## src/rtl/cache2w_pkg.sv

```systemverilog
package cache2w_pkg;

    typedef enum logic {
        ST_IDLE = 1'b0,
        ST_FILL = 1'b1
    } ctl_state_e;

    typedef struct packed {
        logic hit;
        logic way;
    } lookup_t;

    // Prefer an empty way (way 0 first); otherwise take the recency pointer.
    function automatic logic pick_victim(input logic v0, input logic v1, input logic lru_way);
        if (!v0) return 1'b0;
        if (!v1) return 1'b1;
        return lru_way;
    endfunction

    function automatic lookup_t combine_match(input logic m0, input logic m1);
        lookup_t r;
        r.hit = m0 | m1;
        r.way = m1;
        return r;
    endfunction

endpackage

```

## src/rtl/cache2w_way.sv

```systemverilog
module cache2w_way #(
    parameter int SETS       = 4,
    parameter int LINE_BYTES = 16,
    parameter int TAG_W      = 10,
    parameter int DATA_W     = 8,
    localparam int IDX_W     = $clog2(SETS),
    localparam int OFF_W     = $clog2(LINE_BYTES)
) (
    input  logic              clk,
    input  logic              rst,
    input  logic [IDX_W-1:0]  rd_idx,
    input  logic [OFF_W-1:0]  rd_off,
    input  logic [TAG_W-1:0]  rd_tag,
    output logic              rd_valid,
    output logic              rd_match,
    output logic [DATA_W-1:0] rd_data,
    input  logic              wr_byte_en,
    input  logic [IDX_W-1:0]  wr_idx,
    input  logic [OFF_W-1:0]  wr_off,
    input  logic [DATA_W-1:0] wr_data,
    input  logic              wr_tag_en,
    input  logic [TAG_W-1:0]  wr_tag
);

    logic [DATA_W-1:0] data_q [SETS][LINE_BYTES];
    logic [TAG_W-1:0]  tag_q  [SETS];
    logic [SETS-1:0]   valid_q;

    always_ff @(posedge clk) begin
        if (rst) begin
            valid_q <= '0;
        end else if (wr_tag_en) begin
            valid_q[wr_idx] <= 1'b1;
        end
    end

    always_ff @(posedge clk) begin
        if (wr_tag_en) tag_q[wr_idx] <= wr_tag;
        if (wr_byte_en) data_q[wr_idx][wr_off] <= wr_data;
    end

    always_comb begin
        rd_valid = valid_q[rd_idx];
        rd_match = rd_valid && (tag_q[rd_idx] == rd_tag);
        rd_data  = data_q[rd_idx][rd_off];
    end

endmodule

```

## src/rtl/cache2w_lru.sv

```systemverilog
module cache2w_lru #(
    parameter int SETS   = 4,
    localparam int IDX_W = $clog2(SETS)
) (
    input  logic             clk,
    input  logic             rst,
    input  logic [IDX_W-1:0] rd_idx,
    input  logic             rd_valid0,
    input  logic             rd_valid1,
    output logic             victim,
    input  logic             upd_en,
    input  logic [IDX_W-1:0] upd_idx,
    input  logic             upd_way
);
    import cache2w_pkg::*;

    // Bit per set names the way to evict next.
    logic [SETS-1:0] older_q;

    always_ff @(posedge clk) begin
        if (rst) begin
            older_q <= '0;
        end else if (upd_en) begin
            older_q[upd_idx] <= ~upd_way;
        end
    end

    assign victim = pick_victim(rd_valid0, rd_valid1, older_q[rd_idx]);

endmodule

```

## src/rtl/cache2w_ctrl.sv

```systemverilog
module cache2w_ctrl #(
    parameter int ADDR_W     = 16,
    parameter int SETS       = 4,
    parameter int LINE_BYTES = 16,
    parameter int DATA_W     = 8,
    localparam int IDX_W     = $clog2(SETS),
    localparam int OFF_W     = $clog2(LINE_BYTES),
    localparam int TAG_W     = ADDR_W - IDX_W - OFF_W
) (
    input  logic              clk,
    input  logic              rst,
    input  logic              req_valid,
    input  logic [ADDR_W-1:0] req_addr,
    output logic              req_ready,
    input  cache2w_pkg::lookup_t lk,
    input  logic              victim,
    input  logic [DATA_W-1:0] hit_byte,
    output logic              resp_valid,
    output logic [DATA_W-1:0] resp_data,
    output logic              mem_req,
    output logic [ADDR_W-1:0] mem_addr,
    input  logic              mem_ack,
    input  logic [DATA_W-1:0] mem_data,
    output logic              fill_byte_en,
    output logic              fill_tag_en,
    output logic              fill_way,
    output logic [IDX_W-1:0]  fill_idx,
    output logic [OFF_W-1:0]  fill_off,
    output logic [TAG_W-1:0]  fill_tag,
    output logic              lru_upd_en,
    output logic [IDX_W-1:0]  lru_upd_idx,
    output logic              lru_upd_way
);
    import cache2w_pkg::*;

    localparam logic [OFF_W-1:0] LAST_OFF = OFF_W'(LINE_BYTES - 1);

    ctl_state_e        state_q;
    logic [ADDR_W-1:0] addr_q;
    logic              way_q;
    logic [OFF_W-1:0]  cnt_q;
    logic              resp_valid_q;
    logic [DATA_W-1:0] resp_data_q;

    logic accept, hit_take, miss_take, beat, last_beat;

    always_comb begin
        req_ready = (state_q == ST_IDLE);
        accept    = req_valid && req_ready;
        hit_take  = accept && lk.hit;
        miss_take = accept && !lk.hit;
        mem_req   = (state_q == ST_FILL);
        mem_addr  = {addr_q[ADDR_W-1:OFF_W], cnt_q};
        beat      = mem_req && mem_ack;
        last_beat = beat && (cnt_q == LAST_OFF);

        fill_byte_en = beat;
        fill_tag_en  = last_beat;
        fill_way     = way_q;
        fill_idx     = addr_q[OFF_W +: IDX_W];
        fill_off     = cnt_q;
        fill_tag     = addr_q[ADDR_W-1 -: TAG_W];

        lru_upd_en   = hit_take || last_beat;
        lru_upd_idx  = hit_take ? req_addr[OFF_W +: IDX_W] : addr_q[OFF_W +: IDX_W];
        lru_upd_way  = hit_take ? lk.way : way_q;
    end

    always_ff @(posedge clk) begin
        if (rst) begin
            state_q      <= ST_IDLE;
            addr_q       <= '0;
            way_q        <= 1'b0;
            cnt_q        <= '0;
            resp_valid_q <= 1'b0;
            resp_data_q  <= '0;
        end else begin
            resp_valid_q <= 1'b0;
            case (state_q)
                ST_IDLE: begin
                    if (hit_take) begin
                        resp_valid_q <= 1'b1;
                        resp_data_q  <= hit_byte;
                    end else if (miss_take) begin
                        state_q <= ST_FILL;
                        addr_q  <= req_addr;
                        way_q   <= victim;
                        cnt_q   <= '0;
                    end
                end
                ST_FILL: begin
                    if (beat) begin
                        if (cnt_q == addr_q[OFF_W-1:0]) resp_data_q <= mem_data;
                        cnt_q <= cnt_q + 1'b1;
                        if (last_beat) begin
                            resp_valid_q <= 1'b1;
                            state_q      <= ST_IDLE;
                        end
                    end
                end
                default: state_q <= ST_IDLE;
            endcase
        end
    end

    assign resp_valid = resp_valid_q;
    assign resp_data  = resp_data_q;

endmodule

```

## src/rtl/cache2w_top.sv

```systemverilog
module cache2w_top #(
    parameter int ADDR_W     = 16,
    parameter int SETS       = 4,
    parameter int LINE_BYTES = 16,
    parameter int DATA_W     = 8
) (
    input  logic              clk,
    input  logic              rst,
    input  logic              req_valid,
    input  logic [ADDR_W-1:0] req_addr,
    output logic              req_ready,
    output logic              resp_valid,
    output logic [DATA_W-1:0] resp_data,
    output logic              mem_req,
    output logic [ADDR_W-1:0] mem_addr,
    input  logic              mem_ack,
    input  logic [DATA_W-1:0] mem_data
);
    import cache2w_pkg::*;

    localparam int IDX_W = $clog2(SETS);
    localparam int OFF_W = $clog2(LINE_BYTES);
    localparam int TAG_W = ADDR_W - IDX_W - OFF_W;
    localparam int WAYS  = 2;

    logic [IDX_W-1:0] rd_idx;
    logic [OFF_W-1:0] rd_off;
    logic [TAG_W-1:0] rd_tag;

    assign rd_off = req_addr[OFF_W-1:0];
    assign rd_idx = req_addr[OFF_W +: IDX_W];
    assign rd_tag = req_addr[ADDR_W-1 -: TAG_W];

    logic [WAYS-1:0]   way_valid;
    logic [WAYS-1:0]   way_match;
    logic [DATA_W-1:0] way_data [WAYS];

    logic              fill_byte_en, fill_tag_en, fill_way;
    logic [IDX_W-1:0]  fill_idx;
    logic [OFF_W-1:0]  fill_off;
    logic [TAG_W-1:0]  fill_tag;
    logic              lru_upd_en, lru_upd_way, victim;
    logic [IDX_W-1:0]  lru_upd_idx;

    generate
        for (genvar w = 0; w < WAYS; w++) begin : g_way
            cache2w_way #(
                .SETS(SETS), .LINE_BYTES(LINE_BYTES), .TAG_W(TAG_W), .DATA_W(DATA_W)
            ) i_way (
                .clk        (clk),
                .rst        (rst),
                .rd_idx     (rd_idx),
                .rd_off     (rd_off),
                .rd_tag     (rd_tag),
                .rd_valid   (way_valid[w]),
                .rd_match   (way_match[w]),
                .rd_data    (way_data[w]),
                .wr_byte_en (fill_byte_en && (fill_way == 1'(w))),
                .wr_idx     (fill_idx),
                .wr_off     (fill_off),
                .wr_data    (mem_data),
                .wr_tag_en  (fill_tag_en && (fill_way == 1'(w))),
                .wr_tag     (fill_tag)
            );
        end
    endgenerate

    lookup_t           lk;
    logic              lk_hit;
    logic [DATA_W-1:0] hit_byte;

    assign lk       = combine_match(way_match[0], way_match[1]);
    assign lk_hit   = lk.hit;
    assign hit_byte = lk.way ? way_data[1] : way_data[0];

    cache2w_lru #(.SETS(SETS)) i_lru (
        .clk       (clk),
        .rst       (rst),
        .rd_idx    (rd_idx),
        .rd_valid0 (way_valid[0]),
        .rd_valid1 (way_valid[1]),
        .victim    (victim),
        .upd_en    (lru_upd_en),
        .upd_idx   (lru_upd_idx),
        .upd_way   (lru_upd_way)
    );

    cache2w_ctrl #(
        .ADDR_W(ADDR_W), .SETS(SETS), .LINE_BYTES(LINE_BYTES), .DATA_W(DATA_W)
    ) i_ctrl (
        .clk          (clk),
        .rst          (rst),
        .req_valid    (req_valid),
        .req_addr     (req_addr),
        .req_ready    (req_ready),
        .lk           (lk),
        .victim       (victim),
        .hit_byte     (hit_byte),
        .resp_valid   (resp_valid),
        .resp_data    (resp_data),
        .mem_req      (mem_req),
        .mem_addr     (mem_addr),
        .mem_ack      (mem_ack),
        .mem_data     (mem_data),
        .fill_byte_en (fill_byte_en),
        .fill_tag_en  (fill_tag_en),
        .fill_way     (fill_way),
        .fill_idx     (fill_idx),
        .fill_off     (fill_off),
        .fill_tag     (fill_tag),
        .lru_upd_en   (lru_upd_en),
        .lru_upd_idx  (lru_upd_idx),
        .lru_upd_way  (lru_upd_way)
    );

endmodule

```

## config.mk

```make
export PLATFORM = sky130hd
export DESIGN_NAME = cache2w_top
export DESIGN_NICKNAME = d
export VERILOG_FILES = /design/src/rtl/cache2w_pkg.sv /design/src/rtl/cache2w_way.sv /design/src/rtl/cache2w_lru.sv /design/src/rtl/cache2w_ctrl.sv /design/src/rtl/cache2w_top.sv
export SDC_FILE = /design/constraint.sdc
export NUM_CORES = 1
export LEC_CHECK = 0
export ABC_AREA = 1
export ABC_CLOCK_PERIOD_IN_PS = 2880
export BUFFER_PORTS_ARGS = -buffer_cell sky130_fd_sc_hd__buf_2
export CAP_MARGIN = 20
export CORE_MARGIN = 2
export CORE_UTILIZATION = 35
export DETAILED_ROUTE_END_ITERATION = 10
export HOLD_SLACK_MARGIN = 0.06
export MAX_ROUTING_LAYER = met4
export SETUP_SLACK_MARGIN = 0.15
export SKIP_CTS_REPAIR_TIMING = 1
export SYNTH_ARGS = -nofsm -noshare
export SYNTH_HDL_FRONTEND = slang
export SYNTH_SLANG_ARGS = --single-unit
```

## constraint.sdc

```tcl
create_clock -name clk -period 2.88 [get_ports clk]
set_input_delay 0.864 -clock clk [delete_from_list [all_inputs] [get_ports clk]]
set_output_delay 0.864 -clock clk [all_outputs]
set_load 0.01 [all_outputs]
```

==> results.cfg <==
[setup_path]
r2r_setup_slack_ns = 0.35
critPathRequiredTime_ns = 3.28
cpMostUsedCell = nor2_1
cp_max_fo = 8
r2r_end = g_way[0].i_way.data_q[1][53]
cp_cell_sequence = ha_1, inv_1, nor2_1, nand2_1, nor2_1, buf_4
cpMaxStageDelayCell = dfxtp_1
path_class = flop to flop
critPathLaunchType = flop
critPathBufInv = 2
crit_start = i_ctrl.fill_off[0]
cp_top_family = simple AND/OR/NAND/NOR gates
reg2reg_from = i_ctrl.fill_off[0]
crit_end = g_way[0].i_way.data_q[1][53]
critPathCaptureType = flop
r2r_cells = 6
critPathMaxStageDelay_ns = 0.55
cp.depth = 6
crit_arrival_ns = 2.93

[pwr]
vdd_drop_max_uv = 501
p_leak_nw = 20.9
power.density_mw_per_mm2 = 637
p_total_mw = 36.0

[synth]
synth_warnings = 0
synth_area_leader_cell = edfxtp_1
ys_seq_area_frac = 0.714
synth.distinct_cells = 33
yosys-top-cells-area = edfxtp_1, nand2_1, nand3_1
synth_area_mm2 = 0.0476
ys_seq_elements = 1147
syn_area_per_cell_um2 = 11.2
ys_dominant_reg_cell = edfxtp_1
synth_common_cells = nand2_1, edfxtp_1, nand3_1
async_reset_ff_frac = 0
yosysMostFrequentCell = nand2_1
syn_inst = 4254
synth_top_area_share = 0.696
syn_nets = 4286
synth_edf_count = 1104

[placed_design]
port_buffers = 54
gp_congestion = 0.924
placedCellCount = 6203
place_area_mm2 = 0.0527
hpwl_um = 83200

[clock_network]
cts-root-buf = clkbuf_16
cts_tree = done
clock_path_buffers = 3
htree_levels = 3
insertion_delay_ns = 0.71
clk_pin_slew_ns = 0.07
clock_sinks = 1147
numCtsBuffers = 119

[floorplanning]
die_area_mm2 = 0.139
io_pins = 55
initial_core_util = 0.352
num_rows = 135
fp.dieW_um = 373
die_h_um = 373
coreArea_mm2 = 0.135

[sta]
timing.hold.ws_ns = 0.468
post-route-period-util = 0.879
tightestPinTransition_ns = 0.733
fmax_mhz = 395
tns_ns = 0
setup_viol = 0
drv_slew = 0
skew_ns = 0.0310
min_period_ns = 2.53
hold_violations = 0
grt_setup_unrepaired = false
max_slew_margin = 0.511

[global_routing]
track_usage = 0.191
overflow = 0
grt_pass1_wl_um = 198000
grt_pass1_vias = 31400
antenna_found_initial = 4
grt_max_degree = 85

[routing]
firstDrtPassIters = 8
postRouteAntennaNets = 0
drt_iter0_drc = 3283
drc_errors = 0
vias = 32700
vias_per_cell = 5.08
wl_per_cell_um = 20.3
wirelength_um = 131000

[finish]
final_cells = 6427
areaGrowthSynthToFinish_pct = 18.6
finalNetCount = 4575
final_area_mm2 = 0.0565
drive_gt1_frac = 0.136

[worst_hold_path]
hold_path.class = flop to flop
hp-start = g_way[0].i_way.valid_q[0]

[outcome]
status = completed

[run]
maxCapViolCount = 0
## stage by stage
| stage | worst slack [ns] | utilization |
|---|---|---|
| detailed placement | -0.141 | 0.389 |
| global placement | -0.151 | 0.389 |
| floorplan | 0.392 | - |
| finish | 0.347 | 0.417 |
| CTS | 0.364 | 0.417 |
| global route | 0.303 | 0.417 |
## state kept, by name (all words and copies together) (netlist names)
name	flops
i_lru.older_q	4
g_way.i_way.tag_q	80
g_way.i_way.valid_q	8
i_ctrl.addr_q	16
g_way.i_way.data_q	1024
i_ctrl.resp_valid	1
i_ctrl.mem_req	1
i_ctrl.resp_data	8
i_ctrl.fill_off	4
i_ctrl.fill_way	1
## where the power goes
part           leakage, nW  switching, mW  total, mW  internal [mW]
Combinational         8.80           1.80       2.64          0.834
Clock                 1.84           6.35       15.0           8.60
Sequential            10.3         0.0567       18.4           18.3
## kinds of logic (layout without fill, tap and decap cells)
family                     after synthesis  in the layout  share of synthesized area
AOI/OAI and AO/OA                       98             98                     0.0124
xor gates and xnor gates                 1              1                   0.000184
adders and majority gates                4              4                    0.00105
buffers and inverters                  348            736                     0.0368
DFF                                   1147           1147                      0.714
other                                    0              4                          0
and+or+nand+nor                       2656           2656                      0.235
## per-layer routing
metal,vias up,GRT usage,share of wire
li1,15400,-,-
met1,15900,0.260,0.44
met2,1146,0.296,0.46
met3,202,0.0353,0.077
met4,0,0.0468,0.022
met5,-,-,0
## cell type report
cell class	count	area [um^2]
flip-flops and latches	1147	34000
clock buffers	166	3220
inverters	73	305
well taps	1781	2230
multi-input cells	2759	11800
clock inverters	54	557
repair buffers	443	4270
fillers	12500	78800
diodes	4	10.0
## worst reg2reg max path, cell delays in order, from the launching register on
cell and delay, ns:
dfxtp_1 0.55, ha_1 0.46, inv_1 0.11, nor2_1 0.43, nand2_1 0.32, nor2_1 0.17, buf_4 0.19
## layout by cell type (no fill, tap or decap), types with 16 or more instances in the layout
cell / instances
o211ai_1: 16
nand3_1: 950
dfxtp_1: 43
buf_4: 315
inv_1: 62
nor2_1: 188
buf_12: 83
o21ai_0: 20
buf_2: 43
clkbuf_1: 40
edfxtp_1: 1104
clkbuf_16: 119
a21oi_1: 43
clkinv_1: 17
nand2_1: 1504
## worst min-delay path by stage
stage | end | cells past startpoint
floorplan | g_way[1].i_way.valid_q[1] | 2
global placement | g_way[0].i_way.valid_q[0] | 1
detailed placement | g_way[0].i_way.valid_q[0] | 1
CTS | g_way[0].i_way.valid_q[0] | 1
global route | g_way[1].i_way.valid_q[0] | 2
finish | g_way[0].i_way.valid_q[0] | 1
Note: power is estimated with default switching activity, not from simulation.
